`src/rtl/irqc_pkg.sv`:
```
package irqc_pkg;
  localparam int NUM_SRC  = 14;
  localparam int ADDR_W   = 3;
  localparam int NUM_STB  = 3;

  // write strobe positions
  localparam int WS_ENABLE  = 0;
  localparam int WS_DISABLE = 1;
  localparam int WS_STATUS  = 2;

  // read addresses
  localparam int RA_ENABLE  = 0;
  localparam int RA_DISABLE = 1;
  localparam int RA_MASK    = 2;
  localparam int RA_STATUS  = 3;
  localparam int RA_RAW     = 4;

  typedef enum logic [3:0] {
    SRC_RX_TRIG   = 4'd0,
    SRC_RX_EMPTY  = 4'd1,
    SRC_RX_FULL   = 4'd2,
    SRC_TX_EMPTY  = 4'd3,
    SRC_TX_FULL   = 4'd4,
    SRC_OVERRUN   = 4'd5,
    SRC_FRAMING   = 4'd6,
    SRC_PARITY    = 4'd7,
    SRC_TIMEOUT   = 4'd8,
    SRC_MODEM     = 4'd9,
    SRC_TX_TRIG   = 4'd10,
    SRC_TX_NFULL  = 4'd11,
    SRC_TX_OVFL   = 4'd12,
    SRC_RX_BREAK  = 4'd13
  } irq_src_e;

  // clear has priority over set
  function automatic logic mask_bit_next(logic cur, logic set, logic clr);
    return (cur | set) & ~clr;
  endfunction

  // a gated event has priority over a write-1 clear
  function automatic logic status_bit_next(logic cur, logic evt, logic en, logic clr);
    return (cur & ~clr) | (evt & en);
  endfunction
endpackage

```
`src/rtl/irqc_mask_bank.sv`:
```
module irqc_mask_bank
  import irqc_pkg::*;
#(
  parameter int N = NUM_SRC
) (
  input  logic         clk,
  input  logic         rst_n,
  input  logic [N-1:0] set_req,
  input  logic [N-1:0] clr_req,
  output logic [N-1:0] mask_q
);
  for (genvar i = 0; i < N; i++) begin : g_bit
    always_ff @(posedge clk or negedge rst_n) begin
      if (!rst_n) mask_q[i] <= 1'b0;
      else        mask_q[i] <= mask_bit_next(mask_q[i], set_req[i], clr_req[i]);
    end
  end
endmodule

```
`src/rtl/irqc_status_bank.sv`:
```
module irqc_status_bank
  import irqc_pkg::*;
#(
  parameter int N = NUM_SRC
) (
  input  logic         clk,
  input  logic         rst_n,
  input  logic [N-1:0] evt,
  input  logic [N-1:0] mask,
  input  logic [N-1:0] clr_req,
  output logic [N-1:0] status_q
);
  for (genvar i = 0; i < N; i++) begin : g_bit
    always_ff @(posedge clk or negedge rst_n) begin
      if (!rst_n) status_q[i] <= 1'b0;
      else        status_q[i] <= status_bit_next(status_q[i], evt[i], mask[i], clr_req[i]);
    end
  end
endmodule

```
`src/rtl/irqc_read_mux.sv`:
```
module irqc_read_mux
  import irqc_pkg::*;
#(
  parameter int N  = NUM_SRC,
  parameter int AW = ADDR_W
) (
  input  logic [AW-1:0] addr,
  input  logic [N-1:0]  mask,
  input  logic [N-1:0]  status,
  input  logic [N-1:0]  raw,
  output logic [N-1:0]  data
);
  always_comb begin
    data = '0;
    if (addr == AW'(RA_MASK))        data = mask;
    else if (addr == AW'(RA_STATUS)) data = status;
    else if (addr == AW'(RA_RAW))    data = raw;
  end
endmodule

```
`src/rtl/irq_mask_ctrl.sv`:
```
module irq_mask_ctrl
  import irqc_pkg::*;
#(
  parameter int N  = NUM_SRC,
  parameter int AW = ADDR_W
) (
  input  logic                clk,
  input  logic                rst_n,
  input  logic [NUM_STB-1:0]  wr_stb,
  input  logic [N-1:0]        wr_data,
  input  logic [AW-1:0]       rd_addr,
  output logic [N-1:0]        rd_data,
  input  logic [N-1:0]        evt_pulse,
  input  logic [N-1:0]        src_live,
  output logic                irq
);
  // named internal events
  logic [N-1:0] mask_set_req;
  logic [N-1:0] mask_clr_req;
  logic [N-1:0] status_clr_req;
  logic [N-1:0] mask_q;
  logic [N-1:0] status_q;
  logic [N-1:0] pending;

  assign mask_set_req   = wr_stb[WS_ENABLE]  ? wr_data : '0;
  assign mask_clr_req   = wr_stb[WS_DISABLE] ? wr_data : '0;
  assign status_clr_req = wr_stb[WS_STATUS]  ? wr_data : '0;

  irqc_mask_bank #(.N(N)) u_mask (
    .clk     (clk),
    .rst_n   (rst_n),
    .set_req (mask_set_req),
    .clr_req (mask_clr_req),
    .mask_q  (mask_q)
  );

  irqc_status_bank #(.N(N)) u_status (
    .clk      (clk),
    .rst_n    (rst_n),
    .evt      (evt_pulse),
    .mask     (mask_q),
    .clr_req  (status_clr_req),
    .status_q (status_q)
  );

  irqc_read_mux #(.N(N), .AW(AW)) u_rd (
    .addr   (rd_addr),
    .mask   (mask_q),
    .status (status_q),
    .raw    (src_live),
    .data   (rd_data)
  );

  assign pending = status_q & mask_q;
  assign irq     = |pending;
endmodule

```
`config.mk`:
```
export PLATFORM = sky130hd
export DESIGN_NAME = irq_mask_ctrl
export DESIGN_NICKNAME = d
export VERILOG_FILES = /design/src/rtl/irqc_pkg.sv /design/src/rtl/irqc_mask_bank.sv /design/src/rtl/irqc_status_bank.sv /design/src/rtl/irqc_read_mux.sv /design/src/rtl/irq_mask_ctrl.sv
export SDC_FILE = /design/constraint.sdc
export NUM_CORES = 1
export LEC_CHECK = 0
export BUFFER_PORTS_ARGS = -buffer_cell sky130_fd_sc_hd__buf_2
export CAP_MARGIN = 10
export CORE_MARGIN = 2
export CORE_UTILIZATION = 42
export CTS_CLUSTER_SIZE = 40
export DETAILED_ROUTE_END_ITERATION = 8
export GPL_TIMING_DRIVEN = 0
export PLACE_DENSITY = 0.76
export SLEW_MARGIN = 30
export SYNTH_ARGS = -nofsm -noshare
export SYNTH_HDL_FRONTEND = slang
export SYNTH_SLANG_ARGS = --single-unit
export TNS_END_PERCENT = 20
```
`constraint.sdc`:
```
create_clock -name clk -period 0.95 [get_ports clk]
set_clock_uncertainty 0.05 [all_clocks]
set_input_delay 0.095 -clock clk [delete_from_list [all_inputs] [get_ports clk]]
set_output_delay 0.095 -clock clk [all_outputs]
set_load 0.01 [all_outputs]
```
# Word level (Yosys, flattened, before mapping)
# Cells that the tools add are included.
classes:
  n_reduce_logical: 1
  mux: 6
  eq_ne: 3
  bitwise: 99
op_table:
  columns: ["operator", "n"]
  rows:
  - ["$mux W14", 6]
  - ["$and A1 B1 Y1", 42]
  - ["$not A1 Y1", 28]
  - ["$or A1 B1 Y1", 28]
  - ["$and A14 B14 Y14", 1]
  - ["$reduce_or A14 Y1", 1]
  - ["$eq A3 B2 Y1 const B", 2]
  - ["$eq A3 B3 Y1 const B", 1]
word_totals:
  out_inout_bits: 15
  inputBits: 50
  register_bits: 28

# Logic depth before layout (Yosys ltp)
# Gate-level depths: netlist of run 1.
logic_depth:
  depth_word: 4
  mapped_depth: 5
  mapped_depth_nobuf: 3

# Cells and area by module
# A second synthesis of run 1 with hierarchy kept.
unflattened:
  cells_unflattened: 172
  area_unflattened_um2: 1739.2
modules_own_cells:
  columns: ["module", "instances", "area_per_inst_um2", "cells_each", "seq_area_each_um2"]
  rows:
  - ["irqc_status_bank", 1, 578.1, 56, 350.3]
  - ["irqc_mask_bank", 1, 490.5, 28, 350.3]
  - ["irq_mask_ctrl", 1, 349.1, 54, 0.0]
  - ["irqc_read_mux", 1, 321.6, 34, 0.0]

# Worst setup path after synthesis of run 1
# No wires, ideal clock.
synth_path:
  path_kind: "register to output"
  startpoint: "register u_mask.mask_q[5]"
  endpoint: "output irq"
  t_required_ns: 0.805
  stages_incl_launch_ff: 4
  arrival_ns: 0.974
  path_buffers: 0
  slack_ns: -0.169
  path_cell_list: "dfrtp_1 a22o_1 a221oi_1 nand4_1"
synth_via:
  elab_chain_len: 2
synth_lines:
  columns: ["item", "line_no", "source"]
  rows:
  - ["start: declaration", "irqc_mask_bank.sv:10", "output logic [N-1:0] mask_q"]
  - ["start signal: indexed assignment", "irqc_mask_bank.sv:15", "else mask_q[i] <= mask_bit_next(mask_q[i], set_req[i], clr_req[i]);"]
  - ["$and A14 B14 Y14", "irq_mask_ctrl.sv:54", "assign pending = status_q & mask_q;"]
  - ["$reduce_or A14 Y1", "irq_mask_ctrl.sv:55", "assign irq = |pending;"]
  - ["end: declaration", "irq_mask_ctrl.sv:15", "output logic irq"]
# Every way passes these cells.

# Final worst setup path of run 1
layout_path:
  startpoint: "register u_status.status_q[5]"
  endpoint: "output irq"
layout_via:
  elab_chain_len: 2
layout_lines:
  columns: ["item", "line_no", "source"]
  rows:
  - ["start: declaration", "irqc_status_bank.sv:11", "output logic [N-1:0] status_q"]
  - ["start signal: indexed assignment", "irqc_status_bank.sv:16", "else status_q[i] <= status_bit_next(status_q[i], evt[i], mask[i], clr_req[i]);"]
  - ["$and A14 B14 Y14", "irq_mask_ctrl.sv:54", null]
  - ["$reduce_or A14 Y1", "irq_mask_ctrl.sv:55", null]
# Every way passes these cells.

==> impl_results.md, run 1 <==
* Status: complete, but fails checks
* Violated checks: negative setup slack
* Net count after synthesis at 194
* Number of stages on the worst hold path at 3
* Count of mapped cells out of synthesis at 144
* Total of fill cells in the finished design at 268
* Met3 Resource Use GR at 0.0272
* FF/Latch Area at 701 um^2
* Core region area at 3280 um^2
* Part of the cycle the worst path needs at 1.73
* CTS tree: done
* Buffers and inverters on the worst path at 1
* Die area at 3870 um^2
* Hold violation count in the final report at 0
* Overall track demand over capacity in global routing at 0.233
* DR vias at 1,526
* Gate family responsible for the most delay along the worst path: compound AO/OA/AOI/OAI gates
* Wire length per cell at 14.6 um
* Total area of multi-input combinational cells at 681 um^2
* Synth cell types at 16
* Data arrival time of the worst path at 1.50 ns
* Number of clock buffers inserted by TritonCTS at 3
* Vias per cell at 5.21
* Final worst-path setup slack at -0.694 ns
* Leakage power summed over all cells at 1.09 nW
* Worst setup path class: flip-flop to output pin
* Vias in the first global route at 1,497
* Number of synthesized register bits at 28
* H-tree levels at 1
* Required arrival time at the worst endpoint at 0.81 ns
* Hold Path Class: input pin to flip-flop
* Layout net count at 298
* Crit. End Element: output pin
* Reported net switching power at 0.890 mW
* Final HPWL DP at 2.64 mm
* Cells on worst reg2reg path at 3
* I/O pin count at 65
* Relative slew slack at 0.578
* Sequential share of power at 0.513
* Mean Syn Cell Area at 9.88 um^2
* Time the final worst path needs with I/O delays and setup at 1.64 ns
* Max-capacitance violation count at 0
* Diode count at 0
* Clock Tree Buf Depth at 2
* Detailed-route DRC error count at 0
* Starting density of the core at 0.433
* Nature of the critical path startpoint: flip-flop
* Max frequency at 608 MHz
* Leftover overflow at the end of global routing at 0
* Number of antenna violations at the first check in global routing at 0
* Slowest library cell on the worst path: dfrtp_1
* Proportion of power drawn by combinational gates at 0.284
* Critical Path Source: u_status.status_q[5]$_DFF_PN0_
* Cell-internal power at 2.07 mW
* Final antenna-violating net count at 0
* Inst Count DP at 253
* CP Depth at 4
* Count of buffers from port buffering at 63
* Chip Width at 62.2 um
* GP Congestion at 0.780
* RSZ-0062 raised after global routing: yes
* Layer carrying the most global-route usage: met2
* Largest net degree at the start of global routing at 29
* Hold Slack at 0.0294 ns
* Start point of the worst hold path: wr_stb[0]
* Placement row count at 21
* Root buffer selected by CTS: clkbuf_4
* TritonRoute pass-1 iters at 4
* Most frequent cells in the layout: buf_2, dlygate4sd3_1, nand2_1, a21oi_1, dfrtp_1
* Series of cell instances along the critical path: a22o_1 -> a221oi_2 -> nand4_1 -> buf_2
* Maximum fanout along the worst path at 2
* Worst vdd rail ir drop at 649 uV
* Global-route wire length before repair at 7.20 mm
* Final non-filler cell total at 293
* Fraction of met2 tracks used by global routing at 0.405
* Met1 layer usage reported by global route at 0.299
* Clock-pin transition on the worst setup and hold timing paths at 0.15 ns
* Number of clock sinks seen by CTS at 28
* Share of final-layout standard cells stronger than drive strength 1 at 0.332
* Count of endpoints failing setup in the final report at 16
* Actual slew at the worst max-slew pin at 0.633 ns
* Share of the yosys chip area belonging to registers at 0.493
* Launch instance of the worst register-to-register path: u_status.status_q[5]$_DFF_PN0_
* Floorplan die height at 62.2 um
* Violation count after the first detailed-routing iteration at 85
* Commonest non-fill, non-tap cell in the layout: buf_2
* Syn Std Cell Area at 1420 um^2
* Final WL at 4.29 mm
* Count of final max-slew check failures at 0
* Synth-to-Final Area Change at 54.4%
* Clock share of power at 0.203
* Number of warning messages in the yosys log at 0
* Clock latency at the later pin of the worst-skew pair at 0.34 ns
* Power Dens Cells at 1350 nW/um^2
* Largest stage delay on the critical path at 0.41 ns
* Net switching fraction of the power at 0.300
==> synthesized netlist by cell type, drive strengths merged <==
master	instances	area share
a21oi	28	0.099
a221oi	1	0.0062
a22o	15	0.092
a22oi	5	0.026
and3	1	0.0044
buf	5	0.031
clkbuf	2	0.0053
dfrtp	28	0.49
mux2i	14	0.099
nand2	28	0.074
nand2b	1	0.0044
nand4	1	0.0044
nor3b	1	0.013
o21ai	14	0.049
==> layer usage <==
metal | vias up | wire (um)
met3 | 9 | 194
met5 | - | 0
met4 | 0 | 87
li1 | 742 | -
met2 | 60 | 2080
met1 | 715 | 1920
==> worst min-delay path, stage by stage <==
cell and delay, ns:
buf_2 0.13, a21oi_1 0.13, a21oi_1 0.05
==> path summary, 6_finish.rpt <==
| kind | to | slack, ns |
|---|---|---|
| setup / recovery | irq | -0.69 |
| hold / removal | u_mask.mask_q[10]$_DFF_PN0_ | 0.03 |
| setup reg to reg | u_status.status_q[5]$_DFF_PN0_ | -0.05 |
| hold reg to reg | u_status.status_q[2]$_DFF_PN0_ | 0.49 |
| max in group asynchronous | u_status.status_q[6]$_DFF_PN0_ | 0.21 |
| min in group asynchronous | u_status.status_q[12]$_DFF_PN0_ | 0.24 |
==> cell families (layout without fill, tap and decap cells) <==
| group | count (synthesis) | in the layout | synth area share |
|---|---|---|---|
| AOI/OAI and AO/OA | 63 | 63 | 0.273 |
| buffers and inverters | 7 | 110 | 0.0361 |
| DFF | 28 | 28 | 0.493 |
| muxes | 14 | 14 | 0.0985 |
| and+or+nand+nor | 32 | 32 | 0.100 |
==> stage by stage <==
step | total power [mW] | setup TNS [ns] | utilization | cell area, um^2 | worst slack (ns)
after floorplan | 1.89 | -0.119 | - | 1430 | -0.119
after global placement | 2.18 | -2.66 | 0.549 | 1800 | -0.321
after detailed placement | 2.20 | -3.31 | 0.549 | 1800 | -0.336
after CTS | 2.90 | -5.61 | 0.659 | 2160 | -0.693
after global routing | 3.13 | -6.63 | 0.669 | 2200 | -0.770
final | 2.96 | -5.74 | 0.669 | 2200 | -0.694
==> flip-flops by register name (all words and copies together), names as in the netlist <==
register,flops
u_status.status_q,14
u_mask.mask_q,14
==> power by group through the flow <==
stage | logic, mW | registers (mW) | clock network, mW
after CTS | 0.796 | 1.51 | 0.588
after global placement | 0.641 | 1.54 | 0
final | 0.842 | 1.52 | 0.602
after global routing | 0.930 | 1.54 | 0.658
after floorplan | 0.394 | 1.50 | 0
after detailed placement | 0.655 | 1.54 | 0
==> layout make-up <==
type,instances,share of cell area
plain buffers,7,0.0239
multi-input cells,109,0.310
repair buffers,99,0.304
clock buffers,4,0.0165
well taps,46,0.0262
flip-flops and latches,28,0.319
==> timing repair <==
item / in CTS / in global routing
setup endpoints to repair: 15 / 15
buffers inserted: 3 / 3
hold buffers: 30 / 0
endpoints found under the hold margin: 56 / 0
resized for setup: 10 / 6
Note: power is estimated with default switching activity, not from simulation.
==> inputs of run 2 (changes only) <==
--- a/config.mk
+++ b/config.mk
@@ -8,13 +8,13 @@
 export BUFFER_PORTS_ARGS = -buffer_cell sky130_fd_sc_hd__buf_2
 export CAP_MARGIN = 10
 export CORE_MARGIN = 2
-export CORE_UTILIZATION = 42
+export CORE_UTILIZATION = 50
 export CTS_CLUSTER_SIZE = 40
 export DETAILED_ROUTE_END_ITERATION = 8
 export GPL_TIMING_DRIVEN = 0
-export PLACE_DENSITY = 0.76
+export PLACE_DENSITY = 0.85
 export SLEW_MARGIN = 30
 export SYNTH_ARGS = -nofsm -noshare
 export SYNTH_HDL_FRONTEND = slang
 export SYNTH_SLANG_ARGS = --single-unit
-export TNS_END_PERCENT = 20
+export TNS_END_PERCENT = 1
==> constraint.sdc (replaced) <==
create_clock -name clk -period 1.9 [get_ports clk]
set_clock_uncertainty 0.05 [all_clocks]
set_input_delay 0.19 -clock clk [delete_from_list [all_inputs] [get_ports clk]]
set_output_delay 0.19 -clock clk [all_outputs]
set_load 0.01 [all_outputs]
==> run 2 against run 1 <==
The run now ends clean. Clock power is 54% lower. Register-to-register slack improved by 1.1 ns. Hold slack worse by 0.015 ns. Largest cell class is now registers. Largest power group unchanged.
==> impl_results.md, run 2 (synthesis results as in run 1) <==
* Status: finished, final reports clean
* Post-place instance area at 1780 um^2
* Count of buffers from port buffering at 63
* Hold violation count in the final report at 0
* Max frequency at 571 MHz
* Worst setup path class: flip-flop to output pin
* H-tree levels at 1
* Diode count at 0
* Vias in the first global route at 1,419
* Detailed-route DRC error count at 0
* Layout net count at 273
* TritonRoute pass-1 iters at 4
* GP Congestion at 0.834
* Nature of the critical path startpoint: flip-flop
* Count of endpoints failing setup in the final report at 0
* Relative slew slack at 0.597
* Registers with the most flip-flops: u_mask.mask_q (14), u_status.status_q (14)
* Slowest library cell on the worst path: dfrtp_1
* Clock Tree Buf Depth at 2
* Gate family responsible for the most delay along the worst path: compound AO/OA/AOI/OAI gates
* Leftover overflow at the end of global routing at 0
* Placement row count at 19
* Count of buffers added by post-CTS timing repair for setup at 0
* Inst Count DP at 238
* Clock share of power at 0.200
* Sum Neg Setup Slack at 0 ns
* Number of stages on the worst hold path at 2
* CTS tree: done
* Final non-filler cell total at 253
* Clock latency at the later pin of the worst-skew pair at 0.31 ns
* Crit. End Element: output pin
* Max-capacitance violation count at 0
* Final antenna-violating net count at 0
* Series of cell instances along the critical path: a22o_1 -> a221oi_2 -> nand4_1 -> buf_2
* Chip Width at 57.3 um
* Power Total at 1.39 mW
* FF-to-FF setup slack at 1.08 ns
* Core region area at 2730 um^2
* Vias per cell at 5.69
* Proportion of power drawn by combinational gates at 0.250
* Number of clock buffers inserted by TritonCTS at 3
* Violation count after the first detailed-routing iteration at 52
* Part of the cycle the worst path needs at 0.922
* Root buffer selected by CTS: clkbuf_4
* Count of final max-slew check failures at 0
* Largest net degree at the start of global routing at 29
* Number of clock sinks seen by CTS at 28
* Sequential share of power at 0.550
* Final Cell Area at 1930 um^2
* Reported net switching power at 0.407 mW
* Wire length per cell at 15.3 um
* Power Dens Cells at 720 nW/um^2
* Most frequent cells in the layout: buf_2, nand2_1, a21oi_1, dfrtp_1, a22o_1
* Time the final worst path needs with I/O delays and setup at 1.75 ns
* Leakage power summed over all cells at 0.976 nW
* Final WL at 3.88 mm
* Overall track demand over capacity in global routing at 0.243
* Data arrival time of the worst path at 1.51 ns
* Largest stage delay on the critical path at 0.44 ns
* CP Depth at 4
* Synth-to-Final Area Change at 35.6%
* Starting density of the core at 0.520
* Required arrival time at the worst endpoint at 1.66 ns
* Clock-pin transition on the worst setup and hold timing paths at 0.14 ns
* Buffers and inverters on the worst path at 1
* Total of fill cells in the finished design at 230
* Maximum fanout along the worst path at 4
* Cells on worst reg2reg path at 1
* Cell-internal power at 0.983 mW
* Number of antenna violations at the first check in global routing at 0
* Net switching fraction of the power at 0.293
* Share of final-layout standard cells stronger than drive strength 1 at 0.333
* DR vias at 1,439
* Final core occ at 0.706
* Final HPWL DP at 2.88 mm
* Floorplan die height at 57.3 um
* Hold Path Class: input pin to flip-flop
* RSZ-0062 raised after global routing: no
* Die area at 3290 um^2
* I/O pin count at 65
* Actual slew at the worst max-slew pin at 0.604 ns
* Worst vdd rail ir drop at 526 uV
* Global-route wire length before repair at 6.29 mm
* Commonest non-fill, non-tap cell in the layout: buf_2
[run 2: changes by cell type in the layout (fill, tap and decap cells not counted), sizes merged]
cell         previous run  this run
dlygate4sd3            30        11
buf                    74        68
[run 2: layout make-up]
cell class                 count  area, um^2  area share
tap                           31        38.8      0.0201
buffer                         7        51.3      0.0266
multi-input combinational    109         677       0.351
sequential                    28         701       0.363
timing repair buffer          74         425       0.220
clock buffer                   4        36.3      0.0188
[run 2: routing by layer]
layer | share of wire | up-vias | global-route usage | wire length (um)
met3 | 0.078 | 2 | 0.0454 | 301
met2 | 0.51 | 67 | 0.425 | 2000
met5 | 0 | - | 0 | 0
met1 | 0.40 | 683 | 0.318 | 1560
li1 | - | 687 | - | -
met4 | 0.0054 | 0 | 0.0465 | 21
[run 2: path summary, 6_finish.rpt]
kind                                                start                              end
setup / recovery               u_mask.mask_q[5]$_DFF_PN0_                              irq
hold / removal                                 wr_data[7]       u_mask.mask_q[7]$_DFF_PN0_
setup reg to reg              u_mask.mask_q[11]$_DFF_PN0_  u_status.status_q[11]$_DFF_PN0_
hold reg to reg            u_status.status_q[0]$_DFF_PN0_   u_status.status_q[0]$_DFF_PN0_
max in group asynchronous                           rst_n   u_status.status_q[2]$_DFF_PN0_
min in group asynchronous                           rst_n  u_status.status_q[12]$_DFF_PN0_
[run 2: timing repair]
item | 4_1_cts | 5_1_grt
hold buffers | 5 | 6
hold endpoints to repair | 32 | 6
endpoints found under the setup margin | 0 | 1
gates resized for setup | 0 | 1
[run 2: metrics by stage]
step	worst slack, ns	hold slack [ns]
2_1_floorplan	0.686	-0.156
3_3_place_gp	0.474	0.175
3_5_place_dp	0.410	0.181
4_1_cts	0.0427	0.00109
5_1_grt	0.0501	0.00177
6_report	0.148	0.0147
[run 2: power by group through the flow]
stage	sequential, mW	clock (mW)	combinational (mW)
2_1_floorplan	0.748	0	0.194
3_3_place_gp	0.765	0	0.313
3_5_place_dp	0.772	0	0.328
4_1_cts	0.761	0.285	0.337
5_1_grt	0.775	0.319	0.383
6_report	0.764	0.277	0.348
==> inputs of run 3 (changes only) <==
--- a/config.mk
+++ b/config.mk
@@ -12,6 +12,7 @@
 export CTS_CLUSTER_SIZE = 40
 export DETAILED_ROUTE_END_ITERATION = 8
 export GPL_TIMING_DRIVEN = 0
+export MAX_ROUTING_LAYER = met4
 export PLACE_DENSITY = 0.85
 export SLEW_MARGIN = 30
 export SYNTH_ARGS = -nofsm -noshare
==> run 3 against run 2 <==
Hold slack worse by 0.0023 ns. Critical path type unchanged. Non-clock buffer count unchanged. Setup slack gained 0.0038 ns. Routed wire length decreased by 0.82%. Critical path depth stayed put. Maximum frequency is 0.22% higher. Via count grew 0.35%. Cell area stayed put.
==> impl_results.md, run 3 (synthesis results as in run 1) <==
* Status: finished, final reports clean
* Placement row count at 19
* Core region area at 2730 um^2
* Overall track demand over capacity in global routing at 0.251
* Max-capacitance violation count at 0
* Hold violation count in the final report at 0
* Leakage power summed over all cells at 0.976 nW
* Number of antenna violations at the first check in global routing at 0
* FF-to-FF setup slack at 1.09 ns
* Crit. End Element: output pin
* Worst setup path class: flip-flop to output pin
* Clock latency at the later pin of the worst-skew pair at 0.31 ns
* Nature of the critical path startpoint: flip-flop
* Data arrival time of the worst path at 1.51 ns
* GP Congestion at 0.847
* CTS tree: done
* DR vias at 1,444
* Reported net switching power at 0.408 mW
* Number of clock buffers inserted by TritonCTS at 3
* Cells on worst reg2reg path at 1
* Sequential share of power at 0.549
* Die area at 3290 um^2
* Power Dens Cells at 721 nW/um^2
* Largest net degree at the start of global routing at 29
* TritonRoute pass-1 iters at 4
* Layer carrying the most global-route usage: met2
* Met3 Resource Use GR at 0.0431
* Series of cell instances along the critical path: a22o_1 -> a221oi_2 -> nand4_1 -> buf_2
* Largest stage delay on the critical path at 0.44 ns
* Post-place instance area at 1780 um^2
* Most frequent cells in the layout: buf_2, nand2_1, a21oi_1, dfrtp_1, a22o_1
* Hold Path Class: input pin to flip-flop
* Wire length per cell at 15.2 um
* H-tree levels at 1
* Clock Tree Buf Depth at 2
* Launch instance of the worst register-to-register path: u_mask.mask_q[10]$_DFF_PN0_
* Slowest library cell on the worst path: dfrtp_1
* Share of final-layout standard cells stronger than drive strength 1 at 0.333
* Critical path destination: irq
* Count of endpoints failing setup in the final report at 0
* Commonest non-fill, non-tap cell in the layout: buf_2
* Fraction of met2 tracks used by global routing at 0.425
* Critical Path Source: u_mask.mask_q[5]$_DFF_PN0_
* Vias in the first global route at 1,422
* Clock share of power at 0.202
* Worst vdd rail ir drop at 525 uV
* Met1 layer usage reported by global route at 0.319
* Root buffer selected by CTS: clkbuf_4
* Detailed-route DRC error count at 0
* Time the final worst path needs with I/O delays and setup at 1.75 ns
* Layout net count at 273
* Cell-internal power at 0.983 mW
* I/O pin count at 65
* RSZ-0062 raised after global routing: no
* Global-route wire length before repair at 6.28 mm
* Synth-to-Final Area Change at 35.6%
* Final WL at 3.85 mm
* Starting density of the core at 0.520
* Worst R2R End: u_status.status_q[10]$_DFF_PN0_
* Net switching fraction of the power at 0.294
* Actual slew at the worst max-slew pin at 0.602 ns
* Chip Width at 57.3 um
* Count of buffers added by post-CTS timing repair for setup at 0
* Count of buffers from port buffering at 63
* Maximum fanout along the worst path at 4
* Number of clock sinks seen by CTS at 28
* Count of final max-slew check failures at 0
* Required arrival time at the worst endpoint at 1.66 ns
* Violation count after the first detailed-routing iteration at 53
* Final antenna-violating net count at 0
* Part of the cycle the worst path needs at 0.920
* Proportion of power drawn by combinational gates at 0.249
* Registers with the most flip-flops: u_mask.mask_q (14), u_status.status_q (14)
* Hold Slack at 0.0123 ns
* Final Cell Area at 1930 um^2
* Max frequency at 572 MHz
* Diode count at 0
* Relative slew slack at 0.599
* Clock-pin transition on the worst setup and hold timing paths at 0.14 ns
* Leftover overflow at the end of global routing at 0
* Final HPWL DP at 2.88 mm
* Total of fill cells in the finished design at 230
* Vias per cell at 5.71
* Floorplan die height at 57.3 um
* Sum Neg Setup Slack at 0 ns
==> run 3: cell counts in the layout (fill, tap and decap cells not counted) <==
No cell type changed its count.
==> run 3: power groups by stage <==
stage / clock [mW] / combinational (mW) / sequential, mW
after floorplan: 0 / 0.194 / 0.748
final: 0.281 / 0.347 / 0.764
after global routing: 0.319 / 0.383 / 0.775
after detailed placement: 0 / 0.328 / 0.772
after global placement: 0 / 0.313 / 0.765
after CTS: 0.285 / 0.337 / 0.761
==> run 3: final cells by class <==
class	count	area, um^2	share of cell area
clock buffers	4	36.3	0.0188
flip-flops and latches	28	701	0.363
well taps	31	38.8	0.0201
repair buffers	74	425	0.220
multi-input cells	109	677	0.351
plain buffers	7	51.3	0.0266
==> run 3: how the worst min path moves through the flow <==
stage / from / end / cells after the start
finish: wr_data[11] / u_mask.mask_q[11]$_DFF_PN0_ / 2
global route: wr_data[7] / u_mask.mask_q[7]$_DFF_PN0_ / 2
CTS: wr_data[3] / u_mask.mask_q[3]$_DFF_PN0_ / 2
detailed placement: rst_n / u_status.status_q[12]$_DFF_PN0_ / 1
global placement: rst_n / u_status.status_q[4]$_DFF_PN0_ / 1
floorplan: rst_n / u_mask.mask_q[0]$_DFF_PN0_ / 0
==> run 3: stage by stage <==
stage          utilization  power [mW]  cells  setup slack, ns
2_1_floorplan            -       0.942    144            0.686
6_report             0.706        1.39    253            0.152
4_1_cts              0.681        1.38    247           0.0427
3_5_place_dp         0.650        1.10    238            0.410
3_3_place_gp         0.650        1.08    238            0.474
5_1_grt              0.706        1.48    253           0.0501
==> run 3: worst max-delay path: cells and delay by family (launching register included) <==
family | cells | cell delay (ns)
AOI/OAI and AO/OA | 2 | 0.48
DFF | 1 | 0.44
buffers and inverters | 1 | 0.15
and+or+nand+nor | 1 | 0.13
==> run 3: layer usage <==
layer	wire length (um)	vias up
met3	318	2
li1	-	687
met4	21	0
met1	1510	689
met5	0	-
met2	2000	66
==> run 3: timing repair <==
item	CTS	global route
resized for setup	0	1
setup endpoints to repair	0	1
hold endpoints to repair	32	6
hold buffers	5	6
